==> config.mk <==
export PLATFORM = sky130hd
export DESIGN_NAME = quad_index_decoder
export DESIGN_NICKNAME = d
export VERILOG_FILES = /design/src/rtl/qdec_pkg.sv /design/src/rtl/qdec_sync.sv /design/src/rtl/qdec_glitch_filter.sv /design/src/rtl/qdec_ctrl.sv /design/src/rtl/qdec_datapath.sv /design/src/rtl/quad_index_decoder.sv
export SDC_FILE = /design/constraint.sdc
export NUM_CORES = 1
export LEC_CHECK = 0
export ABC_AREA = 1
export BUFFER_PORTS_ARGS = -buffer_cell sky130_fd_sc_hd__buf_2
export CAP_MARGIN = 20
export CORE_MARGIN = 2
export CORE_UTILIZATION = 45
export DETAILED_ROUTE_END_ITERATION = 16
export PLACE_DENSITY_LB_ADDON = 0.1
export SYNTH_ARGS = -nofsm -noshare
export SYNTH_HDL_FRONTEND = slang
export SYNTH_SLANG_ARGS = --single-unit
==> constraint.sdc <==
create_clock -name clk -period 3.2 [get_ports clk]
set_input_delay 0.48 -clock clk [delete_from_list [all_inputs] [get_ports clk]]
set_output_delay 0.48 -clock clk [all_outputs]
set_load 0.02 [all_outputs]
==> src/rtl/qdec_pkg.sv <==
`timescale 1ns/1ps
package qdec_pkg;

  typedef enum logic [1:0] {
    RES_CNTDIR = 2'b00,
    RES_X1     = 2'b01,
    RES_X2     = 2'b10,
    RES_X4     = 2'b11
  } resMode_e;

  // strobes handed from control to datapath
  typedef struct packed {
    logic     sampleTick;
    logic     quadOn;
    logic     idxQualify;
    resMode_e res;
  } dpStrobe_t;

  localparam int NUM_CH = 3;
  localparam int CH_A   = 0;
  localparam int CH_B   = 1;
  localparam int CH_IDX = 2;

  // position of an {A,B} state along the forward cycle 00,10,11,01
  function automatic logic [1:0] phasePos(input logic a, input logic b);
    case ({a, b})
      2'b00:   return 2'd0;
      2'b10:   return 2'd1;
      2'b11:   return 2'd2;
      default: return 2'd3;
    endcase
  endfunction

endpackage

==> src/rtl/qdec_sync.sv <==
`timescale 1ns/1ps
module qdec_sync #(
  parameter int   STAGES  = 2,
  parameter logic RST_LVL = 1'b0
) (
  input  logic clk,
  input  logic rstN,
  input  logic din,
  output logic dout
);
  logic [STAGES-1:0] chain;

  always_ff @(posedge clk or negedge rstN) begin
    if (!rstN) chain <= {STAGES{RST_LVL}};
    else       chain <= {chain[STAGES-2:0], din};
  end

  assign dout = chain[STAGES-1];
endmodule

==> src/rtl/qdec_glitch_filter.sv <==
`timescale 1ns/1ps
module qdec_glitch_filter #(
  parameter int   DEPTH   = 3,
  parameter logic RST_LVL = 1'b0
) (
  input  logic clk,
  input  logic rstN,
  input  logic tick,
  input  logic din,
  output logic level
);
  localparam int HIST = DEPTH - 1;

  logic [HIST-1:0]  hist;
  logic [DEPTH-1:0] window;
  logic             lvl;

  assign window = {hist, din};

  always_ff @(posedge clk or negedge rstN) begin
    if (!rstN) begin
      hist <= {HIST{RST_LVL}};
      lvl  <= RST_LVL;
    end else if (tick) begin
      hist <= window[HIST-1:0];
      if (&window)       lvl <= 1'b1;
      else if (~|window) lvl <= 1'b0;
    end
  end

  assign level = lvl;
endmodule

==> src/rtl/qdec_ctrl.sv <==
`timescale 1ns/1ps
module qdec_ctrl
  import qdec_pkg::*;
(
  input  logic       clk,
  input  logic       rstN,
  input  logic [1:0] modeSel,
  input  logic       divBy2,
  input  logic       syncIndex,
  output dpStrobe_t  strb
);
  logic tickPh;

  always_ff @(posedge clk or negedge rstN) begin
    if (!rstN) tickPh <= 1'b0;
    else       tickPh <= !tickPh;
  end

  always_comb begin
    strb.res        = resMode_e'(modeSel);
    strb.quadOn     = (resMode_e'(modeSel) != RES_CNTDIR);
    strb.sampleTick = divBy2 ? tickPh : 1'b1;
    strb.idxQualify = syncIndex && strb.quadOn;
  end
endmodule

==> src/rtl/qdec_datapath.sv <==
`timescale 1ns/1ps
module qdec_datapath
  import qdec_pkg::*;
#(
  parameter int SYNC_STAGES = 2,
  parameter int FILT_DEPTH  = 3
) (
  input  logic      clk,
  input  logic      rstN,
  input  dpStrobe_t strb,
  input  logic      rawA,
  input  logic      rawB,
  input  logic      rawIdxN,
  output logic      countPulse,
  output logic      countUp,
  output logic      indexPulse,
  output logic      phaseErr
);
  localparam logic [NUM_CH-1:0] RST_LVLS = NUM_CH'(1) << CH_IDX;

  logic [NUM_CH-1:0] rawVec, syncVec, filtVec;
  assign rawVec = {rawIdxN, rawB, rawA};

  for (genvar ch = 0; ch < NUM_CH; ch++) begin : g_ch
    qdec_sync #(.STAGES(SYNC_STAGES), .RST_LVL(RST_LVLS[ch])) u_sync (
      .clk(clk), .rstN(rstN), .din(rawVec[ch]), .dout(syncVec[ch])
    );
    qdec_glitch_filter #(.DEPTH(FILT_DEPTH), .RST_LVL(RST_LVLS[ch])) u_filt (
      .clk(clk), .rstN(rstN), .tick(strb.sampleTick),
      .din(syncVec[ch]), .level(filtVec[ch])
    );
  end

  logic prevA, prevB, syncAPrev, syncIdxPrev, idxArmed, lastDir;
  logic [1:0] posOld, posNew, step;
  logic aMoved, legalStep, qUp, qCount, cdCount, dirNow;
  logic qualNow, qualPulse, asyncIdx;

  always_comb begin
    posOld    = phasePos(prevA, prevB);
    posNew    = phasePos(filtVec[CH_A], filtVec[CH_B]);
    step      = posNew - posOld;
    aMoved    = filtVec[CH_A] ^ prevA;
    legalStep = (step == 2'd1) || (step == 2'd3);
    qUp       = (step == 2'd1);
    case (strb.res)
      RES_X4:  qCount = legalStep;
      RES_X2:  qCount = legalStep && aMoved;
      RES_X1:  qCount = legalStep && aMoved && !filtVec[CH_B];
      default: qCount = 1'b0;
    endcase
    cdCount    = syncVec[CH_A] && !syncAPrev;
    countPulse = strb.quadOn ? qCount : cdCount;
    dirNow     = strb.quadOn ? qUp : syncVec[CH_B];
    countUp    = countPulse ? dirNow : lastDir;
    phaseErr   = strb.quadOn && (step == 2'd2);

    qualNow    = !filtVec[CH_IDX] && (filtVec[CH_A] ~^ filtVec[CH_B]);
    qualPulse  = qualNow && idxArmed;
    asyncIdx   = !syncVec[CH_IDX] && syncIdxPrev;
    indexPulse = strb.idxQualify ? qualPulse : asyncIdx;
  end

  always_ff @(posedge clk or negedge rstN) begin
    if (!rstN) begin
      prevA       <= 1'b0;
      prevB       <= 1'b0;
      syncAPrev   <= 1'b0;
      syncIdxPrev <= 1'b1;
      idxArmed    <= 1'b0;
      lastDir     <= 1'b1;
    end else begin
      prevA       <= filtVec[CH_A];
      prevB       <= filtVec[CH_B];
      syncAPrev   <= syncVec[CH_A];
      syncIdxPrev <= syncVec[CH_IDX];
      if (filtVec[CH_IDX]) idxArmed <= 1'b1;
      else if (qualPulse)  idxArmed <= 1'b0;
      if (countPulse) lastDir <= dirNow;
    end
  end
endmodule

==> src/rtl/quad_index_decoder.sv <==
`timescale 1ns/1ps
module quad_index_decoder
  import qdec_pkg::*;
#(
  parameter int SYNC_STAGES = 2,
  parameter int FILT_DEPTH  = 3
) (
  input  logic       clk,
  input  logic       rstN,
  input  logic [1:0] modeSel,
  input  logic       divBy2,
  input  logic       syncIndex,
  input  logic       inA,
  input  logic       inB,
  input  logic       indexN,
  output logic       countPulse,
  output logic       countUp,
  output logic       indexPulse,
  output logic       phaseErr
);
  dpStrobe_t strb;

  qdec_ctrl u_ctrl (
    .clk(clk), .rstN(rstN), .modeSel(modeSel), .divBy2(divBy2),
    .syncIndex(syncIndex), .strb(strb)
  );

  qdec_datapath #(.SYNC_STAGES(SYNC_STAGES), .FILT_DEPTH(FILT_DEPTH)) u_dp (
    .clk(clk), .rstN(rstN), .strb(strb),
    .rawA(inA), .rawB(inB), .rawIdxN(indexN),
    .countPulse(countPulse), .countUp(countUp),
    .indexPulse(indexPulse), .phaseErr(phaseErr)
  );
endmodule

# ---- Yosys cells after proc, flatten, opt, wreduce, memory -nomap -nowiden
# Cells that the tools add are included.
# W data, S select, Z words.
dict set report totals {
  register_bits 22
  latch_bits 0
  ramBits 0
  mem_bits_ro 0
  inputBits 9
  output_inout_bits 4
  word_cells 75
  memories 0
}
dict set report classes {
  addsub 1
  mul 0
  div_mod_pow 0
  n_lt_le_gt_ge 0
  n_eq_ne 13
  shifts 0
  n_mux 16
  bitwise_logic 2
  reduce_logical 27
}
# operator n
set op_table {}
lappend op_table {{$eq A2 B2 Y1 const B} 8}
lappend op_table {{$mux W1} 13}
lappend op_table {{$pmux W2 S3} 2}
lappend op_table {{$reduce_and A3 Y1} 3}
lappend op_table {{$reduce_or A3 Y1} 3}
lappend op_table {{$logic_and A1 B1 Y1} 8}
lappend op_table {{$ne A2 B2 Y1 const B} 3}
lappend op_table {{$reduce_and A2 Y1} 3}
lappend op_table {{$logic_not A1 Y1} 5}
lappend op_table {{$eq A2 B1 Y1 const B} 2}
lappend op_table {{$logic_not A2 Y1} 2}
lappend op_table {{$reduce_bool A2 Y1} 2}
lappend op_table {{$pmux W1 S3} 1}
lappend op_table {{$sub A2 B2 Y2} 1}
lappend op_table {{$logic_or A1 B1 Y1} 1}
lappend op_table {{$xnor A1 B1 Y1} 1}
lappend op_table {{$xor A1 B1 Y1} 1}

# ---- Logic depth before layout (Yosys ltp)
# Gate-level depths: netlist of the first run.
dict set report logic_depth {
  word_depth 10
  depth_mapped 8
  depth_no_buf 8
}

# ---- Hierarchy
# A second synthesis of the first run with hierarchy kept.
dict set report hier_totals {
  cells_unflattened 114
  area_unflattened_um2 1009.7
}
# mod n_inst cells_each area_per_inst_um2 seq_area_each_um2
set modules_own_cells {}
lappend modules_own_cells {qdec_datapath 1 51 394.1 152.6}
lappend modules_own_cells {{qdec_glitch_filter at u_dp.g_ch[0].u_filt ...} 2 16 131.4 75.1}
lappend modules_own_cells {{qdec_glitch_filter at u_dp.g_ch[2].u_filt} 1 16 135.1 78.8}
lappend modules_own_cells {{qdec_sync at u_dp.g_ch[0].u_sync ...} 2 2 50.0 50.0}
lappend modules_own_cells {qdec_ctrl 1 9 65.1 25.0}
lappend modules_own_cells {{qdec_sync at u_dp.g_ch[2].u_sync} 1 2 52.6 52.6}

# ---- Worst setup path before layout of the first run
# OpenSTA, ideal clock, no wires.
dict set report synth_timing {
  path_type {register -> output}
  start {register u_dp.g_ch[0].u_filt.lvl}
  end {output countUp}
  t_arrival_ps 1535
  required_ps 2720
  setup_slack_ps 1185
  stages_incl_launch_ff 8
  path_buffers 0
  cell_sequence {dfrtp_1 > xnor2_1 > ha_1 > nor3_2 > nand2_2 > nand2_2 > nand2_1 > nand2_1}
}
dict set report synth_via {
  elab_chain_len 10
  word_cells_on_any_way 15
  classes_between {1 x add/sub; 4 x eq/ne; 5 x mux; 1 x bitwise; 4 x reduce/logical}
}
# item line_no
set synth_rtl {}
lappend synth_rtl {{start, declared} qdec_glitch_filter.sv:16} ;# logic lvl;
lappend synth_rtl {{start signal, assigned} qdec_glitch_filter.sv:23} ;# lvl <= RST_LVL;
lappend synth_rtl {{start signal, assigned} qdec_glitch_filter.sv:26} ;# if (&window) lvl <= 1'b1;
lappend synth_rtl {{start signal, assigned} qdec_glitch_filter.sv:27} ;# else if (~|window) lvl <= 1'b0;
lappend synth_rtl {{$eq A2 B2 Y1 / $logic_not A2 Y1 (equally long branches)} qdec_pkg.sv:26} ;# case ({a, b})
lappend synth_rtl {{$pmux W2 S3} qdec_pkg.sv:26}
lappend synth_rtl {{$sub A2 B2 Y2} qdec_datapath.sv:42} ;# step = posNew - posOld;
lappend synth_rtl {{$eq A2 B1 Y1 / $eq A2 B2 Y1 (equally long branches)} qdec_datapath.sv:44} ;# legalStep = (step == 2'd1) || (step == 2'd3);
lappend synth_rtl {{$logic_or A1 B1 Y1} qdec_datapath.sv:44}
lappend synth_rtl {{$logic_and A1 B1 Y1} {qdec_datapath.sv:48, qdec_datapath.sv:49}}
lappend synth_rtl {{$logic_and A1 B1 Y1} qdec_datapath.sv:49} ;# RES_X1: qCount = legalStep && aMoved && !filtVec[CH_B];
lappend synth_rtl {{$pmux W1 S3 *} qdec_datapath.sv:46} ;# case (strb.res)
lappend synth_rtl {{$mux W1 *} qdec_datapath.sv:53} ;# countPulse = strb.quadOn ? qCount : cdCount;
lappend synth_rtl {{net countPulse} quad_index_decoder.sv:16} ;# output logic countPulse,
lappend synth_rtl {{$mux W1 *} qdec_datapath.sv:55} ;# countUp = countPulse ? dirNow : lastDir;
lappend synth_rtl {{end, declared} quad_index_decoder.sv:17} ;# output logic countUp,
# Mark *: on every way through the listed nets, which the timed path passes. The rest lies on a longest branch.

# ---- Worst setup path in the final report of the first run
dict set report layout_timing {
  start {register u_dp.g_ch[0].u_filt.lvl}
  end {output countUp}
}
dict set report layout_via {
  elab_chain_len 10
  word_cells_on_any_way 15
  classes_between {1 x add/sub; 4 x eq/ne; 5 x mux; 1 x bitwise; 4 x reduce/logical}
}
# item line_no
set layout_rtl {}
lappend layout_rtl {{$eq A2 B2 Y1 / $logic_not A2 Y1 (equally long branches)} qdec_pkg.sv:26}
lappend layout_rtl {{$pmux W2 S3} qdec_pkg.sv:26}
lappend layout_rtl {{$sub A2 B2 Y2} qdec_datapath.sv:42}
lappend layout_rtl {{$eq A2 B1 Y1 / $eq A2 B2 Y1 (equally long branches)} {qdec_datapath.sv:44, qdec_datapath.sv:45}}
lappend layout_rtl {{$logic_or A1 B1 Y1} qdec_datapath.sv:44}
lappend layout_rtl {{$logic_and A1 B1 Y1} {qdec_datapath.sv:48, qdec_datapath.sv:49}}
lappend layout_rtl {{$logic_and A1 B1 Y1} qdec_datapath.sv:49}
lappend layout_rtl {{$pmux W1 S3} qdec_datapath.sv:46}
lappend layout_rtl {{$mux W1} qdec_datapath.sv:53}
lappend layout_rtl {{$mux W1 *} qdec_datapath.sv:55}
# Mark *: on every way between the ends. The rest lies on a longest branch, timed or not.

==> metrics.md, run 1 <==
| Metric | Value |
|---|---|
| Min Tclk post-route | `2.48 ns` |
| RSZ-0062 raised after global routing | `false` |
| DR iter-0 viols | `6` |
| Yosys warns | `0` |
| Hold crit path type | `input pin to async pin` |
| CTS max path bufs | `2` |
| ANT nets after route | `0` |
| I/O pin count | `13` |
| Fin nets | `120` |
| CTS Hold Bufs | `0` |
| Crit path cell chain | `xnor2_1 > ha_1 > nor3_2 > nand2_2 > nand2_2 > nand2_1 > nand2_1 > buf_2` |
| Layout cells sized above 1 | `28.4%` |
| Final TNS setup | `0 ns` |
| Multi-input combinational cell area | `297 um2` |
| Period Utilization, post-route | `77.3%` |
| Synth area leader | `dfrtp_1` |
| WL final | `1430 um` |
| Total Routing Usage GR | `14.2%` |
| Via count | `653` |
| Initial Util | `46.8%` |
| Internal cell power | `0.000444 W` |
| Net Switching | `0.000220 W` |
| Critical Path Start | `u_dp.g_ch[0].u_filt.level` |
| PostCTS Resize Cnt | `0` |
| Fmax achieved | `404 MHz` |
| VDD IR max | `0.349 mV` |
| H-tree depth | `1` |
| Clk pwr share | `19.0%` |
| Die width | `48.9 um` |
| Status | `completed` |
| Flip-flop and latch area | `559 um2` |
| Buffers on Ports | `12` |
| Critical Path RT | `2.72 ns` |
| Die area | `2390 um2` |
| Max stage delay on crit path | `0.43 ns` |
| CTS sink cnt | `22` |
| Post-synthesis instance total | `93` |
| Final hold vios | `0` |
| Pins Over Slew Limit | `0` |
| DRT Pass-1 Iters | `4` |
| Synth area leaders | `dfrtp_1 41%, dfstp_2 20%, nand2_1 8.3%` |
| Max-cap violation count | `0` |
| Max-slew headroom | `67.9%` |
| Worst-path clk slew | `0.11 ns` |
| Register bit total from synthesis | `22` |
| Count leader, synth | `nand2_1` |
| Clk root buf | `clkbuf_4` |
| Sequential Power Share | `52.3%` |
| First-pass GRT wire length | `2630 um` |
| Yosys cell types | `19` |
| DP HPWL | `1030 um` |
| Most instantiated cells after synthesis | `20 x nand2_1, 15 x dfrtp_1, 11 x inv_1` |
| Post-synthesis cell area | `908 um2` |
| Final core occ | `53.0%` |
| Async set-reset flop share out of synthesis | `100%` |
| Fillers | `195` |
| Sequential share of the synthesized area | `61.6%` |
| P_leak | `0.518 nW` |
| Placed inst area | `1000 um2` |
| Final-report setup violation count | `0` |
| Setup crit end kind | `output pin` |
| Main synth FF type | `dfrtp_1` |
| P&R area growth vs syn | `13.2%` |
| Final Skew | `0.00589 ns` |
| Routability cong. | `0.763` |
| CTS tree | `done` |
| FF-to-FF Start | `u_dp.g_ch[0].u_filt.level` |
| Logic gate share of total power | `28.7%` |
| Critical Setup Path Class | `register to output pin` |
| Core Box Area | `1940 um2` |
| Max Fanout on Critical Path | `4` |
| DRC | `0` |
| Congestion Overflow GR | `0` |
| Syn nets | `103` |
| Power Dens Cells | `646 nW/um2` |
| Cell Rows | `16` |
| Total clock buffers created by CTS | `3` |
| Vias in the first global route | `609` |
| WL/cell | `10.5 um` |
| EDFF count, synth | `0` |
| Top-area cell type share of the netlist area | `41.3%` |
| Reg2reg setup slack | `1.62 ns` |
| Avg Inst Size Synth | `9.77 um2` |
| Critical Path AT | `2.00 ns` |
| Slowest cell on the critical path | `dfrtp_1` |
| Post-CTS Setup Inserts | `0` |
| Switching share of power | `33.1%` |
| Largest net degree at the start of global routing | `23` |
| Clk_lat worst skew | `0.30 ns` |
| Actual slew at the worst max-slew pin | `0.481 ns` |
| Cell area after layout | `1030 um2` |
| CP startpoint kind | `register` |
| Ant. Diodes | `0` |
| Initial antenna violation count | `0` |
| Vias/cell | `4.80` |
| Die Y | `48.9 um` |
-- registers in the layout, indices dropped and copies added (netlist names) --
signal                  count
u_dp.g_ch.u_filt.hist       6
u_dp.g_ch.u_sync.chain      6
u_dp.g_ch.u_filt.level      3
u_ctrl.tickPh               1
u_dp.idxArmed               1
u_dp.lastDir                1
u_dp.prevA                  1
u_dp.prevB                  1
u_dp.syncAPrev              1
u_dp.syncIdxPrev            1
-- metrics by stage --
stage | cells | hold slack [ns] | total power (W) | setup WS [ns]
global route | 136 | 0.149 | 0.000710 | 0.602
CTS | 136 | 0.127 | 0.000672 | 0.722
finish | 136 | 0.118 | 0.000664 | 0.725
floorplan | 93 | 0.184 | 0.000489 | 1.18
global placement | 132 | 0.336 | 0.000538 | 1.14
detailed placement | 132 | 0.340 | 0.000543 | 1.08
-- worst max-delay path: cells and delay by family, from the launching register on --
| kind | cells | cell delay [ns] |
|---|---|---|
| AND/OR/NAND/NOR | 5 | 0.49 |
| XOR/XNOR | 1 | 0.29 |
| flip-flops | 1 | 0.43 |
| adder cells (fa/ha/maj) | 1 | 0.32 |
| buffers and inverters | 1 | 0.16 |
-- power groups by stage --
stage | Clock, W | Sequential [W] | Combinational (W)
after detailed placement | 0 | 0.000352 | 0.000191
after global routing | 0.000139 | 0.000354 | 0.000217
final | 0.000126 | 0.000347 | 0.000191
after CTS | 0.000133 | 0.000347 | 0.000192
after floorplan | 0 | 0.000346 | 0.000143
after global placement | 0 | 0.000350 | 0.000188
-- final cells by class --
class | instances | area share (%)
well taps | 27 | 3.28
flip-flops and latches | 22 | 54.4
repair buffers | 12 | 5.84
inverters | 14 | 5.11
multi-input cells | 57 | 28.8
clock buffers | 4 | 2.55
-- layer usage --
| metal | global-route usage [%] | share of wire (%) | vias to the layer above |
|---|---|---|---|
| li1 | - | - | 335 |
| met3 | 1.84 | 3.1 | 4 |
| met1 | 19.7 | 49 | 302 |
| met5 | 0 | 0 | - |
| met2 | 21.9 | 46 | 12 |
| met4 | 7.14 | 1.7 | 0 |
-- cells by family (layout without fill, tap and decap cells) --
family | count (synthesis) | after routing | synth area share [%]
AOI/OAI and AO/OA | 12 | 12 | 6.61
adders and majority gates | 1 | 1 | 1.38
buffers and inverters | 14 | 30 | 5.79
DFF | 22 | 22 | 61.6
xor gates and xnor gates | 2 | 2 | 1.93
and+or+nand+nor | 42 | 42 | 22.7
-- path summary, 6_finish.rpt --
| path | endpoint | cells past startpoint |
|---|---|---|
| worst min-delay path | u_dp.g_ch[1].u_sync.chain[1] | 1 |
| worst max-delay path | countUp | 8 |
| worst min register to register | u_dp.g_ch[2].u_sync.chain[1] | 0 |
| worst max register to register | u_dp.lastDir | 7 |
| min in group clk | u_dp.g_ch[2].u_sync.chain[0] | 1 |
| max in group asynchronous | u_dp.g_ch[2].u_filt.level | 1 |
-- cells in the final DEF (no fill, tap or decap) --
cell / count
dfrtp_1: 15
nand4_1: 3
nor2_1: 4
nand2_2: 4
inv_1: 11
xnor2_1: 1
a21oi_1: 1
o21ai_0: 6
nand3b_1: 1
ha_1: 1
nand3_1: 5
xor2_1: 1
inv_2: 3
dfstp_2: 7
clkbuf_4: 3
nor3_2: 1
buf_2: 12
clkbuf_1: 1
o21ai_1: 5
nand2_1: 20
nand2_4: 1
nor4_1: 3
Note: power is estimated with default switching activity, not from simulation.
==> inputs of run 2 (changes only) <==
==> constraint.sdc (replaced) <==
create_clock -name clk -period 2.3 [get_ports clk]
set_input_delay 0.345 -clock clk [delete_from_list [all_inputs] [get_ports clk]]
set_output_delay 0.345 -clock clk [all_outputs]
set_load 0.02 [all_outputs]
==> run 2 against run 1 <==
Against the previous run:
- global-route usage barely moved
- die area unchanged
- sequential power grew 43%
- critical path depth unchanged
- setup slack got worse by 0.61 ns
- core utilization rose by 3.2 points
- flip-flop and latch count stayed put
- largest cell class unchanged
- largest power group unchanged
==> metrics.md, run 2 (synthesized netlist as in run 1, its figures left out) <==
| Metric | Value |
|---|---|
| I/O pin count | `13` |
| Pre-CTS WS | `0.318 ns` |
| Placed inst area | `1000 um2` |
| Ant. Diodes | `0` |
| Critical Path AT | `1.84 ns` |
| Die Y | `48.9 um` |
| Cell area after layout | `1090 um2` |
| Power Total | `0.000988 W` |
| Actual slew at the worst max-slew pin | `0.474 ns` |
| Reg2reg setup slack | `0.85 ns` |
| RSZ-0062 raised after global routing | `false` |
| Core Box Area | `1940 um2` |
| ANT nets after route | `0` |
| Hold crit path type | `input pin to register` |
| Final-report setup violation count | `0` |
| Largest net degree at the start of global routing | `23` |
| Max Fanout on Critical Path | `4` |
| Vias in the first global route | `616` |
| Initial antenna violation count | `0` |
| Clk root buf | `clkbuf_4` |
| First-pass GRT wire length | `2630 um` |
| Die width | `48.9 um` |
| CP startpoint kind | `register` |
| DP HPWL | `1030 um` |
| Clk_lat worst skew | `0.30 ns` |
| Min Tclk post-route | `2.19 ns` |
| Sequential Power Share | `50.1%` |
| Routability cong. | `0.763` |
| H-tree depth | `1` |
| Max-cap violation count | `0` |
| WL/cell | `10.8 um` |
| CTS max path bufs | `2` |
| Final core occ | `56.1%` |
| Switching share of power | `33.0%` |
| Crit path cell chain | `xnor2_4 > ha_4 > nor3_2 > nand2_2 > nand2_2 > nand2_1 > nand2_1 > buf_4` |
| Vias/cell | `4.83` |
| Critical Path RT | `1.96 ns` |
| Slowest cell on the critical path | `dfrtp_2` |
| DR iter-0 viols | `5` |
| Congestion Overflow GR | `0` |
| Die area | `2390 um2` |
| Power Dens Cells | `907 nW/um2` |
| Initial Util | `46.8%` |
| Final hold vios | `0` |
| Logic gate share of total power | `32.3%` |
| P_leak | `0.533 nW` |
| Layout cells sized above 1 | `33.3%` |
| Fmax achieved | `457 MHz` |
| Total clock buffers created by CTS | `3` |
| Worst Slack Setup Final | `0.111 ns` |
| P&R area growth vs syn | `20.0%` |
| VDD IR max | `0.483 mV` |
| Buffers on Ports | `12` |
| Internal cell power | `0.000662 W` |
| DRT Pass-1 Iters | `4` |
| Final TNS setup | `0 ns` |
| Pins Over Slew Limit | `0` |
| Max stage delay on crit path | `0.47 ns` |
| Total Routing Usage GR | `14.2%` |
| Worst-path clk slew | `0.11 ns` |
| Commonest non-fill, non-tap cell in the layout | `nand2_1` |
| Period Utilization, post-route | `95.2%` |
| Setup crit end kind | `output pin` |
| Fillers | `190` |
| Clk pwr share | `17.6%` |
| Fin nets | `122` |
| Net Switching | `0.000326 W` |
| Final Skew | `0.00578 ns` |
| CTS tree | `done` |
| Via count | `667` |
| Max-slew headroom | `68.4%` |
| Critical Setup Path Class | `register to output pin` |
| WL final | `1490 um` |
| Status | `completed` |
| CTS sink cnt | `22` |
| DRC | `0` |
| Commonest cells after routing, fill and taps aside | `20 x nand2_1, 13 x dfrtp_1, 11 x inv_1, 11 x buf_2, 7 x dfstp_2` |
| Cell Rows | `16` |
-- run 2: final timing paths --
kind / startpoint / end / depth (start not counted)
worst max-delay path: u_dp.g_ch[1].u_filt.level / countUp / 8
worst min-delay path: indexN / u_dp.g_ch[2].u_sync.chain[0] / 1
min in group asynchronous: rstN / u_dp.g_ch[1].u_sync.chain[1] / 2
max in group asynchronous: rstN / u_dp.g_ch[2].u_filt.level / 2
worst min register to register: u_dp.g_ch[2].u_sync.chain[0] / u_dp.g_ch[2].u_sync.chain[1] / 0
worst max register to register: u_dp.g_ch[1].u_filt.level / u_dp.lastDir / 7
-- run 2: area by class of cell --
class	count	area, um2	share of cell area, %
Clock buffer	4	26.3	2.41
Inverter	14	52.6	4.82
Tap cell	27	33.8	3.10
Timing Repair Buffer	14	80.1	7.35
Sequential cell	22	562	51.5
Multi-Input combinational cell	57	335	30.8
-- run 2: worst max-delay path: cells and delay by family, from the launching register on --
kind,cells,cell delay [ns]
flip-flops,1,0.47
AND/OR/NAND/NOR,5,0.47
adder cells (fa/ha/maj),1,0.24
XOR/XNOR,1,0.23
buffers and inverters,1,0.14
-- run 2: routing by layer --
metal  wire length [um]  track usage, %  vias to the layer above
met5                  0               0                        -
met4                 32            7.14                        0
met3                 51            1.84                        5
met2                713            22.1                       15
met1                693            19.5                      306
li1                   -               -                      341
-- run 2: repair_timing --
item                       CTS  global route
pin swaps                    0             2
resized for setup            1             6
hold endpoints to repair    15             0
setup buffers                0             1
hold buffers                 1             0
setup endpoints to repair    1             1
-- run 2: stage by stage --
step	cells	hold WS (ns)
CTS	137	0.120
detailed placement	132	0.333
floorplan	93	0.0494
global placement	132	0.329
finish	138	0.131
global route	138	0.116
-- run 2: power groups by stage --
stage | logic [W] | clock network (W) | registers, W
floorplan | 0.000199 | 0 | 0.000482
finish | 0.000319 | 0.000174 | 0.000495
global route | 0.000358 | 0.000194 | 0.000504
global placement | 0.000261 | 0 | 0.000487
detailed placement | 0.000265 | 0 | 0.000490
CTS | 0.000273 | 0.000185 | 0.000485
==> inputs of run 3 (changes only) <==
--- a/config.mk
+++ b/config.mk
@@ -8,6 +8,7 @@
 export ABC_AREA = 1
 export BUFFER_PORTS_ARGS = -buffer_cell sky130_fd_sc_hd__buf_2
 export CAP_MARGIN = 20
+export CORE_ASPECT_RATIO = 0.8
 export CORE_MARGIN = 2
 export CORE_UTILIZATION = 45
 export DETAILED_ROUTE_END_ITERATION = 16
==> run 3 against run 2 <==
Against the previous run:
- critical path type unchanged
- total power increased by 9.9%
- clock skew grew 0.00064 ns
- wire length rose by 6.0%
- worst hold slack worse by 0.011 ns
- cell area is 1.3% higher
- final cell count did not move
- non-clock buffer count is 3 higher
- critical path depth unchanged
- register-to-register slack better by 0.06 ns
- flip-flop and latch count unchanged
- via count down 2.1%
==> metrics.md, run 3 (synthesized netlist as in run 1, its figures left out) <==
| Metric | Value |
|---|---|
| CTS max path bufs | `2` |
| Die width | `54.2 um` |
| Total Routing Usage GR | `15.6%` |
| Final-report setup violation count | `0` |
| I/O pin count | `13` |
| Max-slew headroom | `68.9%` |
| Actual slew at the worst max-slew pin | `0.466 ns` |
| Core Box Area | `1890 um2` |
| Status | `completed` |
| Critical Path RT | `1.96 ns` |
| Critical Path AT | `1.78 ns` |
| Vias/cell | `4.73` |
| Hold crit path type | `input pin to register` |
| DRT Pass-1 Iters | `4` |
| Via count | `653` |
| P&R area growth vs syn | `21.5%` |
| Buffers on Ports | `12` |
| Max-cap violation count | `0` |
| Fin nets | `125` |
| Power Dens Cells | `984 nW/um2` |
| ANT nets after route | `0` |
| WHS | `0.121 ns` |
| CTS tree | `done` |
| Die area | `2400 um2` |
| Top layer in use | `met4` |
| Cell area after layout | `1100 um2` |
| WHS Endpoint | `u_dp.g_ch[2].u_sync.chain[0]` |
| Clk root buf | `clkbuf_4` |
| Min Tclk post-route | `2.13 ns` |
| Met1 wire length | `748 um` |
| Vias in the first global route | `609` |
| Ant. Diodes | `0` |
| Cell Rows | `14` |
| Die Y | `44.2 um` |
| Clk_lat worst skew | `0.30 ns` |
| P_leak | `0.559 nW` |
| RSZ-0062 raised after global routing | `false` |
| First-pass GRT wire length | `2590 um` |
| Period Utilization, post-route | `92.5%` |
| VDD IR max | `0.579 mV` |
| FF-to-FF Start | `u_dp.g_ch[1].u_filt.level` |
| CTS sink cnt | `22` |
| Final Skew | `0.00642 ns` |
| DP HPWL | `1090 um` |
| Final hold vios | `0` |
| Final TNS setup | `0 ns` |
| Placed inst area | `998 um2` |
| Layout cells sized above 1 | `34.2%` |
| Congestion Overflow GR | `0` |
| Reg2reg setup slack | `0.91 ns` |
| Initial Util | `48.0%` |
| R2R cell count | `7` |
| Met2 WL | `748 um` |
| Critical Setup Path Class | `register to output pin` |
| Largest net degree at the start of global routing | `23` |
| Worst hold stages | `1` |
| Pre-CTS WS | `0.339 ns` |
| DR iter-0 viols | `9` |
| Critical R2R Capture | `u_dp.lastDir` |
| Worst Slack Setup Final | `0.173 ns` |
| Pins Over Slew Limit | `0` |
| Setup crit end kind | `output pin` |
| Total clock buffers created by CTS | `3` |
| WL final | `1580 um` |
| WL/cell | `11.5 um` |
| Commonest non-fill, non-tap cell in the layout | `nand2_1` |
| H-tree depth | `1` |
| Min-delay src | `indexN` |
| CP startpoint kind | `register` |
| DRC | `0` |
| Max Fanout on Critical Path | `3` |
| Commonest cells after routing, fill and taps aside | `20 x nand2_1, 13 x dfrtp_1, 11 x inv_1, 11 x buf_2, 7 x dfstp_2` |
| Worst-path clk slew | `0.12 ns` |
| Fmax achieved | `470 MHz` |
| Routability cong. | `0.702` |
| Met3 wire len | `70 um` |
| Initial antenna violation count | `0` |
-- run 3: final cells by class --
cell class	instances	area [um2]
sequential	22	562
clock inverter	1	30.0
timing repair buffer	17	103
multi-input combinational	57	304
clock buffer	3	22.5
inverter	14	52.6
tap	24	30.0
fill	165	788
-- run 3: worst max-delay path by stage --
stage | start | endpoint | slack [ns] | depth (start not counted)
final | u_dp.g_ch[1].u_filt.level | countUp | 0.17 | 8
after global routing | u_dp.prevA | countUp | 0.03 | 8
after CTS | u_dp.g_ch[0].u_filt.level | countUp | 0.04 | 8
after detailed placement | u_dp.g_ch[0].u_filt.level | countUp | 0.34 | 8
after global placement | u_dp.g_ch[0].u_filt.level | countUp | 0.40 | 8
after floorplan | u_dp.g_ch[0].u_filt.level | countUp | 0.42 | 7
-- run 3: critical path, stage by stage, from the launching register on --
cell     delay (ns)
dfrtp_2        0.45
xnor2_2        0.15
ha_1           0.34
nor2_1         0.12
nand3_1        0.10
nand2_1        0.07
nand2_1        0.05
nand2_1        0.07
buf_4          0.14
-- run 3: layer usage --
layer / GRT usage [%] / vias to the layer above
li1: - / 344
met1: 19.9 / 295
met2: 24.1 / 12
met3: 6.08 / 2
met4: 6.00 / 0
met5: 0 / -
-- run 3: power breakdown --
group | leakage, nW | total [W] | internal, W | switching (W)
Combinational | 0.284 | 0.000314 | 0.000134 | 0.000180
Clock | 0.0279 | 0.000286 | 0.000176 | 0.000110
Sequential | 0.247 | 0.000485 | 0.000449 | 0.0000363
Total | 0.559 | 0.00109 | 0.000760 | 0.000326
-- run 3: per-stage QoR --
step	total power, W	util (%)	instances
2_1_floorplan	0.000680	-	93
3_5_place_dp	0.000760	52.8	129
3_3_place_gp	0.000748	52.8	129
6_report	0.00109	58.3	138
5_1_grt	0.00115	58.3	138
4_1_cts	0.00106	56.5	134
-- run 3: what timing repair did --
item / in CTS / in global routing
hold buffers: 1 / 0
pin swaps: 0 / 2
buffers inserted: 0 / 4
setup endpoints to repair: 1 / 1
gates resized for setup: 1 / 3
gates cloned: 0 / 0
hold endpoints to repair: 15 / 0
